==> config.mk <==
export PLATFORM = sky130hd
export DESIGN_NAME = rd_bus_unpacker
export DESIGN_NICKNAME = d
export VERILOG_FILES = /design/src/rtl/rbu_pkg.sv /design/src/rtl/rbu_mode_latch.sv /design/src/rtl/rbu_sequencer.sv /design/src/rtl/rbu_stage.sv /design/src/rtl/rd_bus_unpacker.sv
export SDC_FILE = /design/constraint.sdc
export NUM_CORES = 1
export LEC_CHECK = 0
export BUFFER_PORTS_ARGS = -buffer_cell sky130_fd_sc_hd__buf_2
export CORE_MARGIN = 3
export CORE_UTILIZATION = 40
export CTS_CLUSTER_SIZE = 24
export DETAILED_ROUTE_END_ITERATION = 7
export HOLD_SLACK_MARGIN = 0.12
export PLACE_DENSITY = 0.61
export SLEW_MARGIN = 20
export SYNTH_ARGS = -nofsm -noshare
export SYNTH_HDL_FRONTEND = slang
export SYNTH_SLANG_ARGS = --single-unit
==> constraint.sdc <==
create_clock -name clk -period 2.14 [get_ports clk]
set_input_delay 0 -clock clk [delete_from_list [all_inputs] [get_ports clk]]
set_output_delay 0 -clock clk [all_outputs]
set_load 0.01 [all_outputs]
==> src/rtl/rbu_pkg.sv <==
package rbu_pkg;

  typedef enum logic {
    WIDTH_WORD = 1'b0,
    WIDTH_BYTE = 1'b1
  } width_e;

  typedef enum logic {
    ORDER_LSB_FIRST = 1'b0,
    ORDER_MSB_FIRST = 1'b1
  } order_e;

  typedef struct packed {
    width_e width;
    order_e order;
  } mode_t;

endpackage

==> src/rtl/rbu_mode_latch.sv <==
module rbu_mode_latch
  import rbu_pkg::*;
(
  input  logic  clk,
  input  logic  rst_n,
  input  logic  sel_byte_i,
  input  logic  sel_msb_i,
  output mode_t mode_o,
  output logic  valid_o
);

  mode_t mode_q, mode_d;
  logic  valid_q, valid_d;

  // Capture the selects once, on the first edge after reset release.
  always_comb begin
    valid_d = 1'b1;
    mode_d  = mode_q;
    if (!valid_q) begin
      mode_d.width = sel_byte_i ? WIDTH_BYTE : WIDTH_WORD;
      mode_d.order = sel_msb_i ? ORDER_MSB_FIRST : ORDER_LSB_FIRST;
    end
  end

  always_ff @(posedge clk or negedge rst_n) begin
    if (!rst_n) begin
      valid_q <= 1'b0;
      mode_q  <= '{width: WIDTH_WORD, order: ORDER_LSB_FIRST};
    end else begin
      valid_q <= valid_d;
      mode_q  <= mode_d;
    end
  end

  assign mode_o  = mode_q;
  assign valid_o = valid_q;

endmodule

==> src/rtl/rbu_sequencer.sv <==
module rbu_sequencer
  import rbu_pkg::*;
#(
  parameter int PIECE_W    = 9,
  parameter int NUM_PIECES = 4,
  localparam int OUT_W     = 2 * PIECE_W,
  localparam int LW_W      = PIECE_W * NUM_PIECES,
  localparam int HALF      = NUM_PIECES / 2,
  localparam int CNT_W     = $clog2(NUM_PIECES + 1)
)(
  input  logic [LW_W-1:0]                   word_i,
  input  mode_t                             mode_i,
  output logic [NUM_PIECES-1:0][OUT_W-1:0]  seq_o,
  output logic [CNT_W-1:0]                  count_o
);

  localparam int IDX_W = (NUM_PIECES > 1) ? $clog2(NUM_PIECES) : 1;

  logic [NUM_PIECES-1:0][OUT_W-1:0] lane_byte;
  logic [HALF-1:0][OUT_W-1:0]       lane_word;

  // Split the long word into zero-extended byte lanes and word lanes.
  for (genvar g = 0; g < NUM_PIECES; g++) begin : g_byte_lane
    assign lane_byte[g] = {{PIECE_W{1'b0}}, word_i[g*PIECE_W +: PIECE_W]};
  end

  for (genvar g = 0; g < HALF; g++) begin : g_word_lane
    assign lane_word[g] = word_i[g*OUT_W +: OUT_W];
  end

  // Place the lanes in transmit order: slot 0 is presented first.
  always_comb begin
    logic [IDX_W-1:0] idx;
    seq_o = '0;
    for (int i = 0; i < NUM_PIECES; i++) begin
      if (mode_i.width == WIDTH_BYTE) begin
        idx = (mode_i.order == ORDER_MSB_FIRST) ? IDX_W'(NUM_PIECES - 1 - i)
                                                : IDX_W'(i);
        seq_o[i] = lane_byte[idx];
      end else if (i < HALF) begin
        idx = (mode_i.order == ORDER_MSB_FIRST) ? IDX_W'(HALF - 1 - i)
                                                : IDX_W'(i);
        seq_o[i] = lane_word[idx];
      end
    end
  end

  assign count_o = (mode_i.width == WIDTH_BYTE) ? CNT_W'(NUM_PIECES)
                                                : CNT_W'(HALF);

endmodule

==> src/rtl/rbu_stage.sv <==
module rbu_stage #(
  parameter int PIECE_W    = 9,
  parameter int NUM_PIECES = 4,
  localparam int OUT_W     = 2 * PIECE_W,
  localparam int CNT_W     = $clog2(NUM_PIECES + 1)
)(
  input  logic                             clk,
  input  logic                             rst_n,
  input  logic                             load_i,
  input  logic                             adv_i,
  input  logic [NUM_PIECES-1:0][OUT_W-1:0] seq_i,
  input  logic [CNT_W-1:0]                 count_i,
  output logic [OUT_W-1:0]                 data_o,
  output logic                             full_o,
  output logic                             last_o
);

  logic [OUT_W-1:0]                  out_q, out_d;
  logic [NUM_PIECES-2:0][OUT_W-1:0]  aux_q, aux_d;
  logic [CNT_W-1:0]                  left_q, left_d;
  logic                              full_q, full_d;
  logic                              out_en, aux_en;

  always_comb begin
    out_d  = out_q;
    aux_d  = aux_q;
    left_d = left_q;
    full_d = full_q;
    out_en = 1'b0;
    aux_en = 1'b0;
    if (load_i) begin
      // First piece goes straight to the output; the rest wait in aux.
      out_d  = seq_i[0];
      aux_d  = seq_i[NUM_PIECES-1:1];
      left_d = count_i - CNT_W'(1);
      full_d = 1'b1;
      out_en = 1'b1;
      aux_en = 1'b1;
    end else if (adv_i) begin
      if (left_q != '0) begin
        out_d  = aux_q[0];
        aux_d  = aux_q >> OUT_W;
        left_d = left_q - CNT_W'(1);
        out_en = 1'b1;
        aux_en = 1'b1;
      end else begin
        full_d = 1'b0;
      end
    end
  end

  always_ff @(posedge clk or negedge rst_n) begin
    if (!rst_n) begin
      out_q  <= '0;
      aux_q  <= '0;
      left_q <= '0;
      full_q <= 1'b0;
    end else begin
      if (out_en) out_q <= out_d;
      if (aux_en) aux_q <= aux_d;
      left_q <= left_d;
      full_q <= full_d;
    end
  end

  assign data_o = out_q;
  assign full_o = full_q;
  assign last_o = full_q && (left_q == '0);

endmodule

==> src/rtl/rd_bus_unpacker.sv <==
module rd_bus_unpacker
  import rbu_pkg::*;
#(
  parameter int PIECE_W    = 9,
  parameter int NUM_PIECES = 4,
  localparam int OUT_W     = 2 * PIECE_W,
  localparam int LW_W      = PIECE_W * NUM_PIECES
)(
  input  logic             clk,
  input  logic             rst_n,
  input  logic             cfg_byte_sel,
  input  logic             cfg_msb_first,
  input  logic             fifo_empty,
  input  logic [LW_W-1:0]  fifo_rdata,
  output logic             fifo_pop,
  input  logic             out_rd,
  output logic             out_ready,
  output logic [OUT_W-1:0] out_data
);

  localparam int CNT_W = $clog2(NUM_PIECES + 1);

  mode_t                            mode;
  logic                             mode_ok;
  logic                             is_byte;
  logic [NUM_PIECES-1:0][OUT_W-1:0] seq;
  logic [CNT_W-1:0]                 count;
  logic                             full;
  logic                             last;
  logic                             take;
  logic                             need_word;

  rbu_mode_latch u_mode (
    .clk        (clk),
    .rst_n      (rst_n),
    .sel_byte_i (cfg_byte_sel),
    .sel_msb_i  (cfg_msb_first),
    .mode_o     (mode),
    .valid_o    (mode_ok)
  );

  rbu_sequencer #(.PIECE_W(PIECE_W), .NUM_PIECES(NUM_PIECES)) u_seq (
    .word_i  (fifo_rdata),
    .mode_i  (mode),
    .seq_o   (seq),
    .count_o (count)
  );

  rbu_stage #(.PIECE_W(PIECE_W), .NUM_PIECES(NUM_PIECES)) u_stage (
    .clk     (clk),
    .rst_n   (rst_n),
    .load_i  (fifo_pop),
    .adv_i   (take),
    .seq_i   (seq),
    .count_i (count),
    .data_o  (out_data),
    .full_o  (full),
    .last_o  (last)
  );

  assign is_byte   = (mode.width == WIDTH_BYTE);
  assign take      = full && out_rd;
  assign need_word = !full || (take && last);
  assign fifo_pop  = mode_ok && !fifo_empty && need_word;
  assign out_ready = full;

endmodule

# --- Yosys cells after proc, flatten, opt, wreduce, memory -nomap -nowiden ---
# Cells that the tools add are included.
# Widths: inputs -> output; s select.
op_classes:
  n_reduce_logical: 15
  add_sub_neg: 2
  order_cmp: 6
  n_eq_ne: 1
  n_mux: 40
ops:
  columns: ["operator", "n"]
  rows:
  - ["$mux 18", 15]
  - ["$mux 54", 3]
  - ["$bmux 18 s2", 4]
  - ["$lt 2x3->1 const B", 4]
  - ["$mux 3", 4]
  - ["$mux 1", 10]
  - ["$mux 2", 4]
  - ["$sub 3x1->3 const B", 2]
  - ["$logic_and 1x1->1", 5]
  - ["$lt 2x2->1 const B", 2]
  - ["$reduce_and 2->1", 2]
  - ["$reduce_bool 2->1", 2]
  - ["$logic_not 3->1", 1]
  - ["$reduce_and 3->1", 1]
  - ["$reduce_bool 3->1", 1]
  - ["$logic_not 1->1", 2]
  - ["$ne 2x2->1 const B", 1]
  - ["$logic_or 1x1->1", 1]
word_totals:
  out_inout_bits: 20
  input_bits: 42
  register_bits: 79

# --- Longest topological paths before layout ---
# Gate-level depths: netlist (run 1).
depth:
  word_depth: 7
  depth_mapped: 9
  ltp_nobuf: 8

# --- Hierarchy ---
# A second synthesis (run 1) with hierarchy kept.
hier_totals:
  cells_unflattened: 576
  hier_area_um2: 4914.7
modules_own_cells:
  columns: ["module", "cells_per_inst", "seq_area_each_um2", "n_inst", "area_per_inst_um2"]
  rows:
  - ["rbu_stage", 395, 1901.8, 1, 3594.7]
  - ["rbu_sequencer", 171, 0.0, 1, 1193.6]
  - ["rbu_mode_latch", 6, 75.1, 1, 101.3]
  - ["rd_bus_unpacker", 4, 0.0, 1, 25.0]

# --- Least setup slack after synthesis (run 1) ---
# OpenSTA, ideal clock, no wires.
synth_path:
  kind: "register to register"
  from: "reg u_stage.left_q[0]"
  to: "reg u_stage.left_q[2]"
  stages_incl_launch_ff: 10
  path_slack_ns: 0.077
  arrival_ns: 1.998
  setup_time_ns: 0.064
  period_less_slack_ns: 2.063
  cell_sequence: "dfrtp_1 -> o31a_2 -> nor3_1 -> clkbuf_1 -> inv_1 -> a21oi_1 -> ha_1 -> nand2_1 -> o22ai_1 -> o21a_1"
synth_between:
  elab_chain_cells: 7
  word_cells_on_any_way: 13
synth_lines:
  columns: ["item", "line", "text"]
  rows:
  - ["start, declared", "rbu_stage.sv:20", "logic [CNT_W-1:0] left_q, left_d;"]
  - ["start signal, assigned", "rbu_stage.sv:61", "left_q <= left_d;"]
  - ["parallel branches: the longest is 7 deep, another holds $sub 3x1->3", null, null]
# Parallel ways; which one is timed is not known. The select of a mux whose other input is x is not followed.
# A chain may end at the register's enable or synchronous reset.

# --- Worst setup path in the final report (run 1) ---
layout_path:
  from: "reg u_stage.left_q[0]"
  to: "reg u_stage.aux_q[25] (netlist bit)"
layout_between:
  elab_chain_cells: 7
  word_cells_on_any_way: 13
layout_lines:
  columns: ["item", "line", "text"]
  rows:
  - ["$logic_not 3->1", "rbu_stage.sv:68", "assign last_o = full_q && (left_q == '0);"]
  - ["$logic_and 1x1->1", "rbu_stage.sv:68", null]
  - ["$logic_and 1x1->1", "rd_bus_unpacker.sv:63", "assign need_word = !full || (take && last);"]
  - ["$logic_or 1x1->1", "rd_bus_unpacker.sv:63", null]
  - ["$logic_and 1x1->1", "rd_bus_unpacker.sv:64", "assign fifo_pop = mode_ok && !fifo_empty && need_word;"]
  - ["$reduce_bool 2->1 (no line) or $mux 1 (tied branches)", null, null]
  - ["$reduce_and 3->1 (no line)", null, null]
  - ["end signal, assigned", "rbu_stage.sv:60", "if (aux_en) aux_q <= aux_d;"]
  - ["end, declared", "rbu_stage.sv:19", "logic [NUM_PIECES-2:0][OUT_W-1:0] aux_q, aux_d;"]
# Several ways; a longest one is shown, not always the timed one.

==> results of run 1 <==
==> path summary, 6_finish.rpt <==
check,startpoint,endpoint,slack [ns],cells after the start
hold / removal,rst_n,u_mode.valid_o$_DFF_PN0_,0.15,2
max in group asynchronous,rst_n,u_stage.data_o[4]$_DFFE_PN0P_,1.31,3
hold reg to reg,u_stage.aux_q[17]$_DFFE_PN0P_,u_stage.aux_q[17]$_DFFE_PN0P_,0.48,2
setup reg to reg,u_stage.left_q[0]$_DFFE_PN0P_,u_stage.aux_q[25]$_DFFE_PN0P_,0.16,4
setup / recovery,u_stage.left_q[0]$_DFFE_PN0P_,u_stage.aux_q[25]$_DFFE_PN0P_,0.16,4
min in group clk,fifo_rdata[26],u_stage.aux_q[8]$_DFFE_PN0P_,0.19,5
==> cells in the mapped netlist, types with 3 or more instances <==
| cell | instances |
|---|---|
| a21oi_1 | 39 |
| inv_1 | 3 |
| a21o_1 | 9 |
| nand2b_1 | 10 |
| and3_1 | 9 |
| o221a_2 | 18 |
| o21ai_0 | 26 |
| buf_1 | 6 |
| buf_2 | 5 |
| a2bb2oi_1 | 9 |
| dfrtp_1 | 61 |
| mux2_2 | 11 |
| clkbuf_1 | 16 |
| nand2_1 | 50 |
| mux2i_1 | 9 |
| nor2_1 | 29 |
| a211oi_1 | 19 |
| nor2b_1 | 19 |
==> stage by stage <==
| step | worst slack (ns) | utilization (%) |
|---|---|---|
| global route | 0.006383 | 55.35 |
| detailed placement | 0.1717 | 48.66 |
| floorplan | 0.07703 | - |
| finish | 0.1612 | 55.35 |
| CTS | 0.1637 | 55.35 |
| global placement | 0.2125 | 48.66 |
==> power breakdown <==
group | internal [mW] | switching (mW)
Sequential | 1.55 | 0.270
Clock | 0.601 | 0.493
Combinational | 0.794 | 0.844
Total | 2.95 | 1.61
==> area by class of cell <==
class | count | area, sq um | share of cell area, %
sequential | 61 | 1528 | 34.82
clock buffer | 11 | 151.4 | 3.450
clock inverter | 5 | 58.81 | 1.340
tap | 102 | 127.6 | 2.908
inverter | 3 | 11.26 | 0.2566
multi-input combinational | 273 | 1705 | 38.87
timing repair buffer | 112 | 805.8 | 18.36
==> logic make-up after synthesis <==
group                    after synthesis  synth area share (%)
buffers and inverters                 33                 4.648
flip-flops                            61                 45.37
AND/OR/NAND/NOR                      122                 16.92
other                                  1                0.1115
adder cells (fa/ha/maj)                1                0.3718
AO/OA/AOI/OAI                        129                 26.22
multiplexers                          20                 6.359
==> worst max-delay path, stage by stage (launching register included) <==
cell and delay, ns:
dfrtp_1 0.44, or4b_1 0.57, a211o_1 0.52, a2bb2oi_1 0.22, a21oi_1 0.15
==> what timing repair did <==
item / in CTS / in global routing
gates resized for setup: 0 / 0
endpoints found under the hold margin: 97 / 0
hold buffers: 32 / 0
==> flip-flops by register name (all words and copies together) (netlist names) <==
| name | flops |
|---|---|
| u_mode.mode_o | 2 |
| u_mode.valid_o | 1 |
| u_stage.aux_q | 36 |
| u_stage.data_o | 18 |
| u_stage.full_o | 1 |
| u_stage.left_q | 3 |
==> routing by layer <==
layer / vias up / routed length [um] / track usage [%]
li1: 1513 / - / -
met5: - / 0 / 0
met3: 4 / 469 / 3.087
met2: 69 / 3971 / 27.57
met1: 1412 / 4546 / 30.71
met4: 0 / 74 / 7.348
==> cells in the final DEF (no fill, tap or decap), types with 10 or more instances in the layout <==
cell,netlist,layout
dfrtp_1,61,60
buf_2,5,61
nand2_1,50,50
a211oi_1,19,19
nor2b_1,19,19
dlygate4sd3_1,0,32
nand2b_1,10,10
clkbuf_8,0,11
nor2_1,29,29
o21ai_0,26,25
o221a_2,18,18
mux2_2,11,11
a21oi_1,39,39
buf_4,0,16
==> results by group, run 1 <==
Logic synthesis
  • Synth area leaders: dfrtp_1, o221a_2, a21oi_1
  • Seq/Total Area, Yosys: around 45%
  • Number of distinct library cells after synthesis: 34
  • Top FF cell, synth: dfrtp_1
  • Post-synth EDFFs: 0
  • Synth Warn #: 0
  • Post-synthesis cell count: 367
  • Top-area cell type share of the netlist area: between 40% and 50%
  • Syn Nets: a little over 400
  • Async set-reset flop share out of synthesis: between 90% and 100%
  • #FFs+latches synth: about 60
  • Cell Area, Synth: approximately 0.0034 sq mm
  • Post-synth top area cell: dfrtp_1
  • Syn_area_per_cell: 9.168 sq um

CTS
  • Worst skew pair latency: about 0.34 ns
  • Clock Sinks: between 60 and 70
  • Maximum buffer depth of the clock tree: 2
  • Clock root cell: clkbuf_8
  • CTS tree: done
  • CTS H-tree depth: 3
  • Worst-path clk slew: ~0.080 ns
  • Total clock buffers created by CTS: 9
  • Setup Fix Bufs, Post-CTS: 0

Timing
  • Slew Viols, Final: 0
  • Clock Skew: 0.007890 ns
  • Fin. Hold Viols: 0
  • RSZ-0062 raised after global routing: false
  • Hold Slack: between 0.15 and 0.2 ns
  • F_max: 505.4 MHz
  • Setup-failing EPs final: 0
  • Period minus WS final: between 1.5 and 2 ns
  • Final period util: between 90 and 100%
  • Final TNS setup: 0 ns
  • Slew at the pin with the worst max-slew slack: roughly 0.52 ns
  • Worst slew margin: between 60 and 70%

Power and ir drop
  • Pwr Total: 4.553 mW
  • Max rail drop VDD: ~0.48 mV
  • Pleak: about 1.9 nW
  • PwrDens: between 1000 and 1500 mW/mm^2

GRT
  • Largest net degree at the start of global routing: 44
  • Number of global-route vias before repair: slightly below 3000
  • GRT Total Usage: about a fifth
  • First-pass GRT wire length: 15.18 mm
  • Initial antenna violation count: 0
  • Global route overflow: 0

Layout
  • Layout area overhead: 30.42%
  • Design area: 0.004388 sq mm
  • Antenna Cells: 0
  • Share of layout cells above drive strength 1: between 20% and 30%
  • Fin cells: ~570
  • Layout filler cell count: 715
  • Net count of the finished layout: around 500

Detailed routing
  • Via Count: 2998
  • Detail Route Antenna Nets: 0
  • Avg WL per Cell: 15.98 um
  • Vias per cell: between 5 and 6
  • Initial detailed-routing violation count: roughly 190
  • Drt pass-1 iters: 4
  • WL final: about 9.1 mm
  • Drt drc: 0

Critical path
  • Arr. time, crit path: ~2.3 ns
  • Crit Path Category: register to register
  • Critical path launch point type: register
  • CP Capture Type: register
  • Worst-path maximum fanout: 18
  • Worst EP required: 2.41 ns

Floorplan
  • Initial Util: about 42%
  • Die area: approximately 0.0095 sq mm
  • Die W: 97.71 um
  • Die height: 97.71 um
  • Top-level port count: 62
  • Core ar.: around 0.008 sq mm
  • Placement Rows: 32

Placed design
  • Routability cong.: around 0.87
  • Post-DP Area: ~0.0039 sq mm
  • Placed Cells: approximately 520
  • I/O Buffers: between 60 and 70
  • Post-DP HPWL: 6.257 mm

Worst hold path
  • Hold Path Class: input port to asynchronous set/reset pin

Outcome
  • Status: finished clean

Job
  • Max_cap viols: 0
Power figures use the tool's default switching activity.
==> run 2: changes to the inputs <==
- CELL_PAD_IN_SITES_DETAIL_PLACEMENT: unset -> 2
- CELL_PAD_IN_SITES_GLOBAL_PLACEMENT: unset -> 2
- CORE_UTILIZATION: 40 -> 31
- PLACE_DENSITY: 0.61 -> 0.75
==> run 2 against run 1 <==
Compared with the run above: worst setup slack worse by 0.059 ns; clock skew is 0.0063 ns higher; worst hold slack worse by 0.016 ns; core utilization is 13 points lower; critical path type unchanged; largest cell class unchanged; largest power group unchanged.
==> results by group, run 2 (synthesized netlist as in run 1, its figures left out) <==
Power and ir drop
  • Switching Fraction: 38.56% (+3.2 points)
  • Reg power frac: 40.0% (about the same)
  • Clk network pwr share: 20.9% (-3.1 points)
  • Max rail drop VDD: 0.5417 mV (+13%)
  • Net switching power figure: 1.790 mW (+11%)
  • Pwr Total: 4.642 mW (+2.0%)
  • PwrDens: 1050 mW/mm^2 (+1.2%)
  • Pleak: 1.906 nW (-0.98%)
  • Logic gate share of total power: 39.1% (+3.1 points)
  • Pint: 2.852 mW (-3.2%)

Layout
  • Net count of the finished layout: 499 (-0.80%)
  • Commonest non-fill, non-tap cell in the layout: buf_2
  • Most frequent cells in the layout: buf_2, dfrtp_1, nand2_1, a21oi_1, dlygate4sd3_1
  • Layout area overhead: 31.35%
  • Max reg flops: 36 (unchanged)
  • Share of layout cells above drive strength 1: 27.33% (-0.84 points)
  • Top reg by flops: u_stage.aux_q
  • Antenna Cells: 0 (unchanged)

Detailed routing
  • Drt pass-1 iters: 4 (unchanged)
  • Via Count: 3234 (+7.9%)
  • Drt drc: 0 (unchanged)
  • Initial detailed-routing violation count: 209 (+8.9%)
  • Avg WL per Cell: 21.77 um (+36%)
  • WL final: 13.00 mm (+43%)
  • Vias per cell: 5.417 (+2.5%)
  • Detail Route Antenna Nets: 0 (unchanged)

Critical path
  • CP Capture Type: register
  • Worst-path maximum fanout: 61 (+43)
  • Worst r2r path cells: 5 (+1)
  • Reg2reg start: u_mode.mode_o[0]$_DFFE_PN0N_
  • Arr. time, crit path: 2.29 ns (+0.04 ns)
  • Crit Path Category: register to register
  • Critical Path Source: u_mode.mode_o[0]$_DFFE_PN0N_
  • Critical path launch point type: register
  • Reg2Reg Setup Slack: 0.10 ns (-0.06 ns)
  • Worst EP required: 2.39 ns (-0.02 ns)

CTS
  • CTS H-tree depth: 3 (unchanged)
  • Clock Sinks: 61 (unchanged)
  • Total clock buffers created by CTS: 9 (unchanged)
  • Worst skew pair latency: 0.34 ns (about the same)
  • Worst-path clk slew: 0.07 ns (about the same)
  • CTS tree: done
  • Clock root cell: clkbuf_8
  • Maximum buffer depth of the clock tree: 2 (unchanged)

GRT
  • Global route overflow: 0 (unchanged)
  • First-pass GRT wire length: 20.78 mm (+37%)
  • Initial antenna violation count: 0 (unchanged)
  • GRT Total Usage: 22.43% (+2.7 points)
  • Largest net degree at the start of global routing: 62 (+41%)
  • Number of global-route vias before repair: 3575 (+24%)

Timing
  • Fin. Hold Viols: 0 (unchanged)
  • Period minus WS final: 2.038 ns (+0.05885 ns)
  • Clock Skew: 0.01417 ns (+0.006276 ns)
  • Worst slew margin: 59.80% (-5.7 points)
  • Setup-failing EPs final: 0 (unchanged)
  • Final TNS setup: 0 ns (unchanged)
  • RSZ-0062 raised after global routing: false
  • F_max: 490.8 MHz (-2.9%)
  • Slew at the pin with the worst max-slew slack: 0.6017 ns (+0.08442 ns)
  • Slew Viols, Final: 0 (unchanged)
  • Final period util: 95.22% (+2.8 points)

Placed design
  • Routability cong.: 0.7618 (-13%)
  • I/O Buffers: 61 (unchanged)
  • Post-DP HPWL: 7.992 mm (+28%)

Floorplan
  • Top-level port count: 62 (unchanged)
  • Placement Rows: 37 (+16%)
  • Die area: 0.01214 sq mm (+27%)
  • Initial Util: 32.16% (-10 points)
  • Core ar.: 0.01046 sq mm (+32%)
  • Die height: 110.2 um (+13%)
  • Die W: 110.2 um (+13%)

Worst hold path
  • Hold Path Class: input port to register
  • Hold Path Origin: fifo_rdata[17]
  • Worst hold path depth: 3

Job
  • Max_cap viols: 0 (unchanged)

Outcome
  • Status: finished clean
## run 2: changes by cell type in the layout (fill, tap and decap cells not counted), moves of 2 or more
cell,change
buf_12,+2
buf_4,-7
clkbuf_1,+4
clkinvlp_4,-2
## run 2: worst max-delay path: stages, from the launching register on
cell	delay [ns]
dfrtp_4	0.54
buf_12	0.23
nand2b_1	0.22
a21o_1	0.18
dlygate4sd3_1	0.56
a211oi_2	0.22
## run 2: per-stage QoR
step | hold slack [ns] | utilization, % | setup slack, ns | instances | area [sq um]
after floorplan | -0.2956 | - | 0.07703 | 367 | 3364
after global placement | -0.01393 | 36.94 | 0.1714 | 545 | 3865
after detailed placement | -0.01087 | 36.94 | 0.08707 | 545 | 3865
after CTS | 0.1205 | 41.74 | 0.04617 | 594 | 4367
after global routing | 0.1311 | 42.24 | 0.01500 | 597 | 4419
final | 0.1351 | 42.24 | 0.1023 | 597 | 4419
## run 2: cell type report
type	count	area (sq um)
Sequential cell	61	1531
Tap cell	136	170.2
Multi-Input combinational cell	273	1732
Clock buffer	15	166.4
Clock inverter	1	5.005
Fill cell	1178	6043
Timing Repair Buffer	108	803.3
Inverter	3	11.26
## run 2: routing by layer
layer	track usage [%]	share of wire [%]	vias to the layer above
met5	0	0	-
met4	5.277	1.5	0
met3	2.854	2.1	19
met2	37.13	49	62
met1	31.26	47	1656
li1	-	-	1497
## run 2: repair_timing
item / in CTS / in global routing
setup buffers: 0 / 3
endpoints found under the setup margin: 0 / 13
hold buffers: 33 / 0
gates resized for setup: 0 / 7
hold endpoints to repair: 92 / 0
## run 2: worst paths after layout
| path | to |
|---|---|
| setup reg to reg | u_stage.data_o[14]$_DFFE_PN0P_ |
| setup / recovery | u_stage.data_o[14]$_DFFE_PN0P_ |
| hold reg to reg | u_stage.aux_q[9]$_DFFE_PN0P_ |
| max in group asynchronous | u_stage.left_q[0]$_DFFE_PN0P_ |
| min in group asynchronous | u_stage.aux_q[12]$_DFFE_PN0P_ |
| hold / removal | u_stage.aux_q[17]$_DFFE_PN0P_ |
## run 2: power groups by stage
stage	clock (mW)	combinational [mW]	sequential, mW
after CTS	0.967	1.76	1.85
final	0.970	1.82	1.86
after global routing	1.04	2.00	1.92
after global placement	0	1.63	1.84
after floorplan	0	1.01	1.85
after detailed placement	0	1.69	1.87
